**config.mk**
```make
export PLATFORM = sky130hd
export DESIGN_NAME = exu_core
export DESIGN_NICKNAME = d
export VERILOG_FILES = /design/src/rtl/exu_pkg.sv /design/src/rtl/exu_alu.sv /design/src/rtl/exu_mul.sv /design/src/rtl/exu_div.sv /design/src/rtl/exu_core.sv
export SDC_FILE = /design/constraint.sdc
export NUM_CORES = 2
export LEC_CHECK = 0
export ABC_AREA = 1
export ABC_CLOCK_PERIOD_IN_PS = 6560
export BUFFER_PORTS_ARGS = -buffer_cell sky130_fd_sc_hd__buf_2
export CORE_MARGIN = 3
export CORE_UTILIZATION = 65
export DETAILED_ROUTE_END_ITERATION = 10
export PLACE_DENSITY = 0.83
export SETUP_SLACK_MARGIN = 0.1
export SYNTH_ARGS = -nofsm -noshare
export SYNTH_HDL_FRONTEND = slang
export SYNTH_SLANG_ARGS = --single-unit
```
**constraint.sdc**
```tcl
create_clock -name clk -period 6.56 [get_ports clk]
set_input_delay 0.656 -clock clk [delete_from_list [all_inputs] [get_ports clk]]
set_output_delay 0.656 -clock clk [all_outputs]
set_load 0.02 [all_outputs]
```
**src/rtl/exu_pkg.sv**
```systemverilog
package exu_pkg;

    typedef enum logic [3:0] {
        OP_ADD  = 4'd0,
        OP_SUB  = 4'd1,
        OP_XOR  = 4'd2,
        OP_OR   = 4'd3,
        OP_AND  = 4'd4,
        OP_SLL  = 4'd5,
        OP_SRL  = 4'd6,
        OP_SRA  = 4'd7,
        OP_MULS = 4'd8,
        OP_MULU = 4'd9,
        OP_DIVS = 4'd10,
        OP_DIVU = 4'd11
    } exu_op_e;

    localparam int EXC_W          = 5;
    localparam logic [4:0] EXC_DIV_ZERO = 5'd0;
    localparam logic [4:0] EXC_OVERFLOW = 5'd2;

    localparam int FLAG_CARRY = 0;
    localparam int FLAG_OVF   = 1;
    localparam int FLAG_ZERO  = 2;
    localparam int FLAG_SIGN  = 3;
    localparam int FLAG_BITS  = 4;

endpackage

```
**src/rtl/exu_alu.sv**
```systemverilog
module exu_alu
    import exu_pkg::*;
#(
    parameter int W = 32
) (
    input  logic [3:0]   op,
    input  logic [W-1:0] a,
    input  logic [W-1:0] b,
    output logic [W-1:0] res,
    output logic         carry,
    output logic         ovf,
    output logic         is_alu
);
    localparam int SH_W = $clog2(W);

    logic [SH_W-1:0] sh;
    logic [W:0]      add_full;
    logic [W:0]      sub_full;

    assign sh       = b[SH_W-1:0];
    assign add_full = {1'b0, a} + {1'b0, b};
    assign sub_full = {1'b0, a} - {1'b0, b};

    always_comb begin
        res    = '0;
        carry  = 1'b0;
        ovf    = 1'b0;
        is_alu = 1'b1;
        case (op)
            OP_ADD: begin
                res   = add_full[W-1:0];
                carry = add_full[W];
                ovf   = (a[W-1] == b[W-1]) && (add_full[W-1] != a[W-1]);
            end
            OP_SUB: begin
                res   = sub_full[W-1:0];
                carry = ~sub_full[W];
                ovf   = (a[W-1] != b[W-1]) && (sub_full[W-1] != a[W-1]);
            end
            OP_XOR:  res = a ^ b;
            OP_OR:   res = a | b;
            OP_AND:  res = a & b;
            OP_SLL:  res = a << sh;
            OP_SRL:  res = a >> sh;
            OP_SRA:  res = W'($signed(a) >>> sh);
            default: is_alu = 1'b0;
        endcase
    end
endmodule

```
**src/rtl/exu_mul.sv**
```systemverilog
module exu_mul #(
    parameter int W = 32
) (
    input  logic           signed_mode,
    input  logic [W-1:0]   a,
    input  logic [W-1:0]   b,
    output logic [2*W-1:0] prod
);
    logic [2*W-1:0] ext_a;
    logic [2*W-1:0] ext_b;

    assign ext_a = {{W{signed_mode & a[W-1]}}, a};
    assign ext_b = {{W{signed_mode & b[W-1]}}, b};
    assign prod  = ext_a * ext_b;
endmodule

```
**src/rtl/exu_div.sv**
```systemverilog
module exu_div #(
    parameter int W = 32
) (
    input  logic         clk,
    input  logic         rst_n,
    input  logic         start,
    input  logic         signed_mode,
    input  logic [W-1:0] dividend,
    input  logic [W-1:0] divisor,
    output logic         busy,
    output logic         done,
    output logic         fin,
    output logic [W-1:0] quo_out,
    output logic [W-1:0] rem_out
);
    localparam int CNT_W = $clog2(W);
    localparam logic [CNT_W-1:0] LAST = CNT_W'(W - 1);

    typedef struct packed {
        logic             busy;
        logic             done;
        logic [CNT_W-1:0] cnt;
        logic [W-1:0]     rem;
        logic [W-1:0]     quo;
        logic [W-1:0]     dvsr;
        logic             neg_q;
        logic             neg_r;
    } div_state_t;

    div_state_t st_d, st_q;
    logic [W:0]   rem_sh;
    logic         ge;
    logic [W-1:0] rem_nx;
    logic [W-1:0] quo_nx;
    logic         a_neg;
    logic         b_neg;

    assign a_neg = signed_mode & dividend[W-1];
    assign b_neg = signed_mode & divisor[W-1];

    always_comb begin
        st_d   = st_q;
        st_d.done = 1'b0;
        fin    = 1'b0;
        rem_sh = {st_q.rem, st_q.quo[W-1]};
        ge     = rem_sh >= {1'b0, st_q.dvsr};
        rem_nx = ge ? W'(rem_sh - {1'b0, st_q.dvsr}) : rem_sh[W-1:0];
        quo_nx = {st_q.quo[W-2:0], ge};
        if (start) begin
            st_d.busy  = 1'b1;
            st_d.cnt   = '0;
            st_d.rem   = '0;
            st_d.quo   = a_neg ? (W'(0) - dividend) : dividend;
            st_d.dvsr  = b_neg ? (W'(0) - divisor) : divisor;
            st_d.neg_q = a_neg ^ b_neg;
            st_d.neg_r = a_neg;
        end else if (st_q.busy) begin
            st_d.rem = rem_nx;
            st_d.quo = quo_nx;
            st_d.cnt = st_q.cnt + 1'b1;
            if (st_q.cnt == LAST) begin
                st_d.busy = 1'b0;
                st_d.done = 1'b1;
                fin       = 1'b1;
            end
        end
        quo_out = st_q.neg_q ? (W'(0) - quo_nx) : quo_nx;
        rem_out = st_q.neg_r ? (W'(0) - rem_nx) : rem_nx;
    end

    always_ff @(posedge clk or negedge rst_n) begin
        if (!rst_n) st_q <= '0;
        else        st_q <= st_d;
    end

    assign busy = st_q.busy;
    assign done = st_q.done;

    // a new divide never starts over one in flight
    p_start_idle_r8: assert property (@(posedge clk) disable iff (!rst_n)
        start |-> !st_q.busy);

    // the last iteration is always followed by the done pulse
    p_fin_done_r8: assert property (@(posedge clk) disable iff (!rst_n)
        fin |=> (done && !busy));
endmodule

```
**src/rtl/exu_core.sv**
```systemverilog
module exu_core
    import exu_pkg::*;
#(
    parameter int W     = 32,
    parameter int IMM_W = 16
) (
    input  logic             clk,
    input  logic             rst_n,
    input  logic             op_valid,
    input  logic [3:0]       op_code,
    input  logic             use_imm,
    input  logic [W-1:0]     src_a,
    input  logic [W-1:0]     src_b,
    input  logic [IMM_W-1:0] imm,
    output logic [W-1:0]     result,
    output logic [W-1:0]     flags,
    output logic [W-1:0]     hi,
    output logic [W-1:0]     lo,
    output logic             busy,
    output logic             done,
    output logic             exc_valid,
    output logic [EXC_W-1:0] exc_code
);
    typedef struct packed {
        logic [W-1:0]         result;
        logic [FLAG_BITS-1:0] flags;
        logic [W-1:0]         hi;
        logic [W-1:0]         lo;
        logic                 exc_valid;
        logic [EXC_W-1:0]     exc_code;
    } core_state_t;

    core_state_t st_d, st_q;

    logic [W-1:0]   opnd_b;
    logic           accept;
    logic [W-1:0]   alu_res;
    logic           alu_carry;
    logic           alu_ovf;
    logic           alu_hit;
    logic [2*W-1:0] prod;
    logic           div_start;
    logic           div_busy;
    logic           div_done;
    logic           div_fin;
    logic [W-1:0]   div_quo;
    logic [W-1:0]   div_rem;

    assign opnd_b = use_imm ? {{(W-IMM_W){imm[IMM_W-1]}}, imm} : src_b;
    assign accept = op_valid && !div_busy;

    exu_alu #(.W(W)) u_alu (
        .op     (op_code),
        .a      (src_a),
        .b      (opnd_b),
        .res    (alu_res),
        .carry  (alu_carry),
        .ovf    (alu_ovf),
        .is_alu (alu_hit)
    );

    exu_mul #(.W(W)) u_mul (
        .signed_mode (op_code == OP_MULS),
        .a           (src_a),
        .b           (opnd_b),
        .prod        (prod)
    );

    exu_div #(.W(W)) u_div (
        .clk         (clk),
        .rst_n       (rst_n),
        .start       (div_start),
        .signed_mode (op_code == OP_DIVS),
        .dividend    (src_a),
        .divisor     (opnd_b),
        .busy        (div_busy),
        .done        (div_done),
        .fin         (div_fin),
        .quo_out     (div_quo),
        .rem_out     (div_rem)
    );

    always_comb begin
        st_d           = st_q;
        st_d.exc_valid = 1'b0;
        st_d.exc_code  = '0;
        div_start      = 1'b0;
        if (accept) begin
            if (alu_hit) begin
                st_d.result               = alu_res;
                st_d.flags[FLAG_CARRY]    = alu_carry;
                st_d.flags[FLAG_OVF]      = alu_ovf;
                st_d.flags[FLAG_ZERO]     = (alu_res == '0);
                st_d.flags[FLAG_SIGN]     = alu_res[W-1];
                if (alu_ovf) begin
                    st_d.exc_valid = 1'b1;
                    st_d.exc_code  = EXC_OVERFLOW;
                end
            end else if (op_code == OP_MULS || op_code == OP_MULU) begin
                st_d.hi = prod[2*W-1:W];
                st_d.lo = prod[W-1:0];
            end else if (op_code == OP_DIVS || op_code == OP_DIVU) begin
                if (opnd_b == '0) begin
                    st_d.exc_valid = 1'b1;
                    st_d.exc_code  = EXC_DIV_ZERO;
                end else begin
                    div_start = 1'b1;
                end
            end
        end
        if (div_fin) begin
            st_d.hi = div_rem;
            st_d.lo = div_quo;
        end
    end

    always_ff @(posedge clk or negedge rst_n) begin
        if (!rst_n) st_q <= '0;
        else        st_q <= st_d;
    end

    assign result    = st_q.result;
    assign flags     = {{(W-FLAG_BITS){1'b0}}, st_q.flags};
    assign hi        = st_q.hi;
    assign lo        = st_q.lo;
    assign busy      = div_busy;
    assign done      = div_done;
    assign exc_valid = st_q.exc_valid;
    assign exc_code  = st_q.exc_code;

    p_ovf_flag_r5: assert property (@(posedge clk) disable iff (!rst_n)
        (exc_valid && exc_code == EXC_OVERFLOW) |-> flags[FLAG_OVF]);

    p_div_zero_hilo_r9: assert property (@(posedge clk) disable iff (!rst_n)
        (exc_valid && exc_code == EXC_DIV_ZERO) |-> ($stable(hi) && $stable(lo)));

    p_done_pulse_r8: assert property (@(posedge clk) disable iff (!rst_n)
        done |=> !done);

    p_done_idle_r8: assert property (@(posedge clk) disable iff (!rst_n)
        done |-> !busy);

    p_zero_flag_r4: assert property (@(posedge clk) disable iff (!rst_n)
        $past(accept && alu_hit && rst_n) |-> (flags[FLAG_ZERO] == (result == '0)));
endmodule

```
==> summary.md, run 1 <==
| Metric | Value |
|---|---|
| Placed insts | `10,450` |
| Pre-CTS setup slack | `-2361 ps` |
| Synth Warn # | `0` |
| Rows | `approximately 110` |
| Register area share after synthesis | `~8.3%` |
| GP Congestion | `about 1.2` |
| Post-CTS Hold Buffers | `0` |
| Tot GR Track Use | `between 80% and 90%` |
| TritonCTS Buffers | `23` |
| Flops & latches, synth | `between 200 and 250` |
| Fail Step | `global routing (5_1_grt)` |
| Port Buffer Count | `between 150 and 200` |
| Post-synth EDFFs | `0` |
| Clock Tree Buf Depth | `3` |
| Outcome | `stopped before the end` |
| Synth cell count leaders | `2,037 x nand2_1, 1,774 x inv_1, 1,128 x fa_1` |
| Post-Syn Instances | `between 8,000 and 9,000` |
| # IOs | `224` |
| H-tree depth | `1` |
| DIE WIDTH | `approximately 320 um` |
| Initial Util | `between 60 and 70%` |
| Async SR Flop Fraction | `100.0%` |
| Avg Cell Area, Syn | `7.306 um^2` |
| DPL Wire Length | `about 230,000 um` |
| Largest net degree at the start of global routing | `99` |
| Unique masters post-synth | `between 70 and 80` |
| Top cells by area, synth | `fa_1 36%, nand2_1 12%, inv_1 11%, dfrtp_1 8.3%, ha_1 7.0%` |
| Root Driver | `clkbuf_16` |
| Most frequent cell after synthesis | `nand2_1` |
| First Err | `[ERROR GRT-0232] Routing congestion too high. Check the congestion heatmap in the GUI.` |
| Synth Cell Area | `0.06232 mm^2` |
| Synth Flop Type | `dfrtp_1` |
| CTS sink cnt | `206` |
| Grt ovf | `between 1,500 and 2,000` |
| Cell taking the most area after synthesis | `fa_1` |
| Die height | `315.6 um` |
| Top-area cell type share of the netlist area | `~36%` |
[kinds of logic after synthesis]
logic type               Yosys count  synth area share [%]
other                              1              0.006017
AO/OA/AOI/OAI                   1098                 10.26
multiplexers                       8                0.1285
XOR/XNOR                         112                 1.574
AND/OR/NAND/NOR                 3371                 22.36
adder cells (fa/ha/maj)         1475                 43.20
flip-flops                       206                 8.271
buffers and inverters           2259                 14.20
[metrics by stage]
step                area, um^2  hold slack [ps]
global placement         71240            458.5
CTS                      76050            217.4
detailed placement       71240            461.9
floorplan                63490            360.4
[what timing repair did]
action                     4_1_cts
resized for setup              716
pin swaps                      205
cloned                          12
setup endpoints to repair       54
setup buffers                  132
hold endpoints to repair         0
[routing by layer]
metal / GRT overflow / global-route usage, %
met4: 520 / 78.91
met2: 1043 / 95.05
met3: 73 / 66.54
met5: 12 / 41.63
met1: 63 / 80.99
==> inputs of run 2 (changes only) <==
--- a/config.mk
+++ b/config.mk
@@ -9,10 +9,9 @@
 export ABC_CLOCK_PERIOD_IN_PS = 6560
 export BUFFER_PORTS_ARGS = -buffer_cell sky130_fd_sc_hd__buf_2
 export CORE_MARGIN = 3
-export CORE_UTILIZATION = 65
+export CORE_UTILIZATION = 40
 export DETAILED_ROUTE_END_ITERATION = 10
-export PLACE_DENSITY = 0.83
-export SETUP_SLACK_MARGIN = 0.1
+export PLACE_DENSITY_LB_ADDON = 0.15
 export SYNTH_ARGS = -nofsm -noshare
 export SYNTH_HDL_FRONTEND = slang
 export SYNTH_SLANG_ARGS = --single-unit
==> run 2 against run 1 <==
The flow now finishes, with violations (negative setup slack). Synthesized cell count unchanged. Synthesized area did not move.
==> summary.md, run 2 <==
| Metric | Value |
|---|---|
| Outcome | `complete, but fails checks (was stopped before the end)` |
| Violated checks | `negative setup slack` |
| Initial Util | `40.36% (was 66.18%)` |
| Placed insts | `11,330 (was 10,450)` |
| Worst EP required | `7070 ps` |
| Layout filler cell count | `15,010` |
| Post-DP Area | `0.07294 mm^2 (was 0.07124 mm^2)` |
| Initial antenna violation count | `26` |
| DRC | `0` |
| Port Buffer Count | `191 (unchanged)` |
| Critical Path AT | `8280 ps` |
| TritonCTS Buffers | `25 (was 23)` |
| Non-Filler Cell Area, Final | `around 0.080 mm^2` |
| Post-Syn Instances | `8,530 (unchanged)` |
| Worst slew pin tran | `roughly 1100 ps` |
| Setup WS post-layout | `-1205 ps` |
| DIE WIDTH | `400.7 um (was 315.6 um)` |
| Wire length per cell | `about 27 um` |
| Rows | `144 (was 112)` |
| Crit path max-delay family | `adder cells` |
| Critical path's largest stage delay | `690 ps` |
| Area of the multi-input gates | `around 0.053 mm^2` |
| Synth Cell Area | `0.06232 mm^2 (unchanged)` |
| H-tree depth | `1 (unchanged)` |
| Synth Warn # | `0 (unchanged)` |
| Top-area cell type share of the netlist area | `36.23% (unchanged)` |
| Synth cell count leaders | `2,037 x nand2_1, 1,774 x inv_1, 1,128 x fa_1 (unchanged)` |
| Crit share post-route | `118.4%` |
| Final Non-Filler Cells | `around 12,000` |
| 1st-iter DRT viols | `a little under 7,000` |
| Post-CTS Hold Buffers | `0 (unchanged)` |
| Hold Slack | `about 57 ps` |
| Flops & latches, synth | `206 (unchanged)` |
| Critical path class | `input pin to flip-flop` |
| Max Cap Viol | `0` |
| Vias in the first global route | `63,280` |
| CTS sink cnt | `206 (unchanged)` |
| Rel. slew slack | `between 20% and 30%` |
| Buf/Inv on CP | `14` |
| Min-delay worst type | `input pin to asynchronous set/reset pin` |
| Via count | `around 63,000` |
| Clock transition at path regs | `60 ps` |
| Die height | `400.7 um (was 315.6 um)` |
| Clock Tree Buf Depth | `3 (unchanged)` |
| Layout cells sized above 1 | `between 20% and 30%` |
| Critical path's slowest cell | `fa_2` |
| Post-route ant nets | `0` |
| Avg Cell Area, Syn | `7.306 um^2 (unchanged)` |
| RSZ-0062 raised after global routing | `true` |
| Drt pass-1 iters | `6` |
| Minimum clock period | `around 7800 ps` |
| Final Slew Violations | `0` |
| # IOs | `224 (unchanged)` |
| Commonest cells after routing, fill and taps aside | `1,910 x nand2_1, 1,605 x inv_1, 1,024 x fa_1` |
| Register area share after synthesis | `8.271% (unchanged)` |
| DPL Wire Length | `255,800 um (was 230,700 um)` |
| CP endpoint kind | `flip-flop` |
| Post-layout nets | `11,100` |
| Cell taking the most area after synthesis | `fa_1 (unchanged)` |
| Final hold vios | `0` |
| Largest Register | `u_div.st_q` |
| Area delta synth->final | `29.16%` |
| Tot GR Track Use | `a little under two fifths` |
| Most frequent cell after synthesis | `nand2_1 (unchanged)` |
| Largest net degree at the start of global routing | `88` |
| Detailed Route WL | `~310,000 um` |
| First-pass GRT wire length | `around 440,000 um` |
| Worst path most repeated cell | `fa_1` |
| Async SR Flop Fraction | `100.0% (unchanged)` |
| Final setup violation count | `53` |
| Root Driver | `clkbuf_16 (unchanged)` |
| CTS tree | `done` |
| CP max FO | `8` |
| Critical path launch point type | `input pin` |
| Worst skew pair latency | `approximately 580 ps` |
| GP Congestion | `1.051 (was 1.173)` |
| Unique masters post-synth | `71 (unchanged)` |
| FF/Latch Area | `roughly 0.0052 mm^2` |
| Max Fclk | `0.1288 GHz` |
| Top cells by area, synth | `fa_1 36%, nand2_1 12%, inv_1 11%, dfrtp_1 8.3%, ha_1 7.0% (unchanged)` |
| Via density | `about 5.5` |
| Synth Flop Type | `dfrtp_1 (unchanged)` |
| Max reg flops | `39` |
| Setup Skew | `roughly 23 ps` |
| Grt ovf | `0` |
| Core Box Area | `~0.15 mm^2` |
| Die area | `about 0.16 mm^2` |
| Commonest non-fill, non-tap cell in the layout | `nand2_1` |
| Pre-CTS setup slack | `-2827 ps (was -2361 ps)` |
| Post-synth EDFFs | `0 (unchanged)` |
run 2: cell counts after synthesis:
Identical to the previous run, type by type.
run 2: cell type report:
| type | instances | area share (%) |
|---|---|---|
| diodes | 20 | 0.06217 |
| flip-flops and latches | 206 | 6.404 |
| clock buffers | 36 | 0.9404 |
| well taps | 2044 | 3.177 |
| clock inverters | 9 | 0.1212 |
| repair inverters | 1 | 0.01399 |
| inverters | 1842 | 8.855 |
| repair buffers | 1367 | 15.12 |
| multi-input cells | 6096 | 65.31 |
run 2: layer usage:
layer	vias up	routed length, um	global-route usage (%)
met4	30	18040	16.54
met5	-	209	0
met3	692	32590	8.840
li1	27800	-	-
met2	3256	132800	56.94
met1	31680	126800	50.91
run 2: path summary, 6_finish.rpt:
check,from,endpoint,slack (ps),cells past startpoint
hold / removal,rst_n,u_div.rem_sh[20],60,1
hold reg to reg,lo[27],lo[27],470,2
max in group asynchronous,rst_n,hi[18],5100,2
setup reg to reg,u_div.rem_sh[7],lo[30],2160,21
setup / recovery,op_code[3],hi[28],-1200,34
min in group clk,lo[27],lo[27],470,2
run 2: per-stage QoR:
stage	TNS, ps	util, %
after floorplan	-42780	-
after global placement	-111000	47.24
after detailed placement	-114430	47.24
after CTS	-43300	49.92
after global routing	-57180	52.10
final	-48490	52.13
run 2: repair_timing:
item	4_1_cts	5_1_grt
endpoints found under the setup margin	54	54
cloned	6	16
buffers inserted	93	143
gates resized for setup	649	580
pin swaps	271	347
run 2: cells by family (layout without fill, tap and decap cells):
group	Yosys count	count (layout)	share of synthesized area [%]
xor gates and xnor gates	112	112	1.574
and+or+nand+nor	3371	3371	22.36
AOI/OAI and AO/OA	1098	1098	10.26
DFF	206	206	8.271
other	1	52	0.006017
buffers and inverters	2259	3255	14.20
muxes	8	8	0.1285
adders and majority gates	1475	1475	43.20
run 2: worst register-to-register path, cell delays in order, from the launching register on:
cell and delay, ps:
dfrtp_1 400, ha_1 400, nand2_2 160, inv_1 70, a21oi_2 190, nand3_2 160, nand2_2 140, nand3_4 100
nand2_8 230, nand2_8 280, inv_1 170, ha_1 190, nand2_1 150, nor2_1 330, nand3_1 190, nand2_1 150
o21ai_0 150, inv_1 130, o21ai_0 110, xor2_1 340, nand2_1 100, a31oi_1 170
Power of run 2 is left out: the tool's default activity adds up to more than one toggle a clock period on the data nets, which glitch-free logic cannot reach.
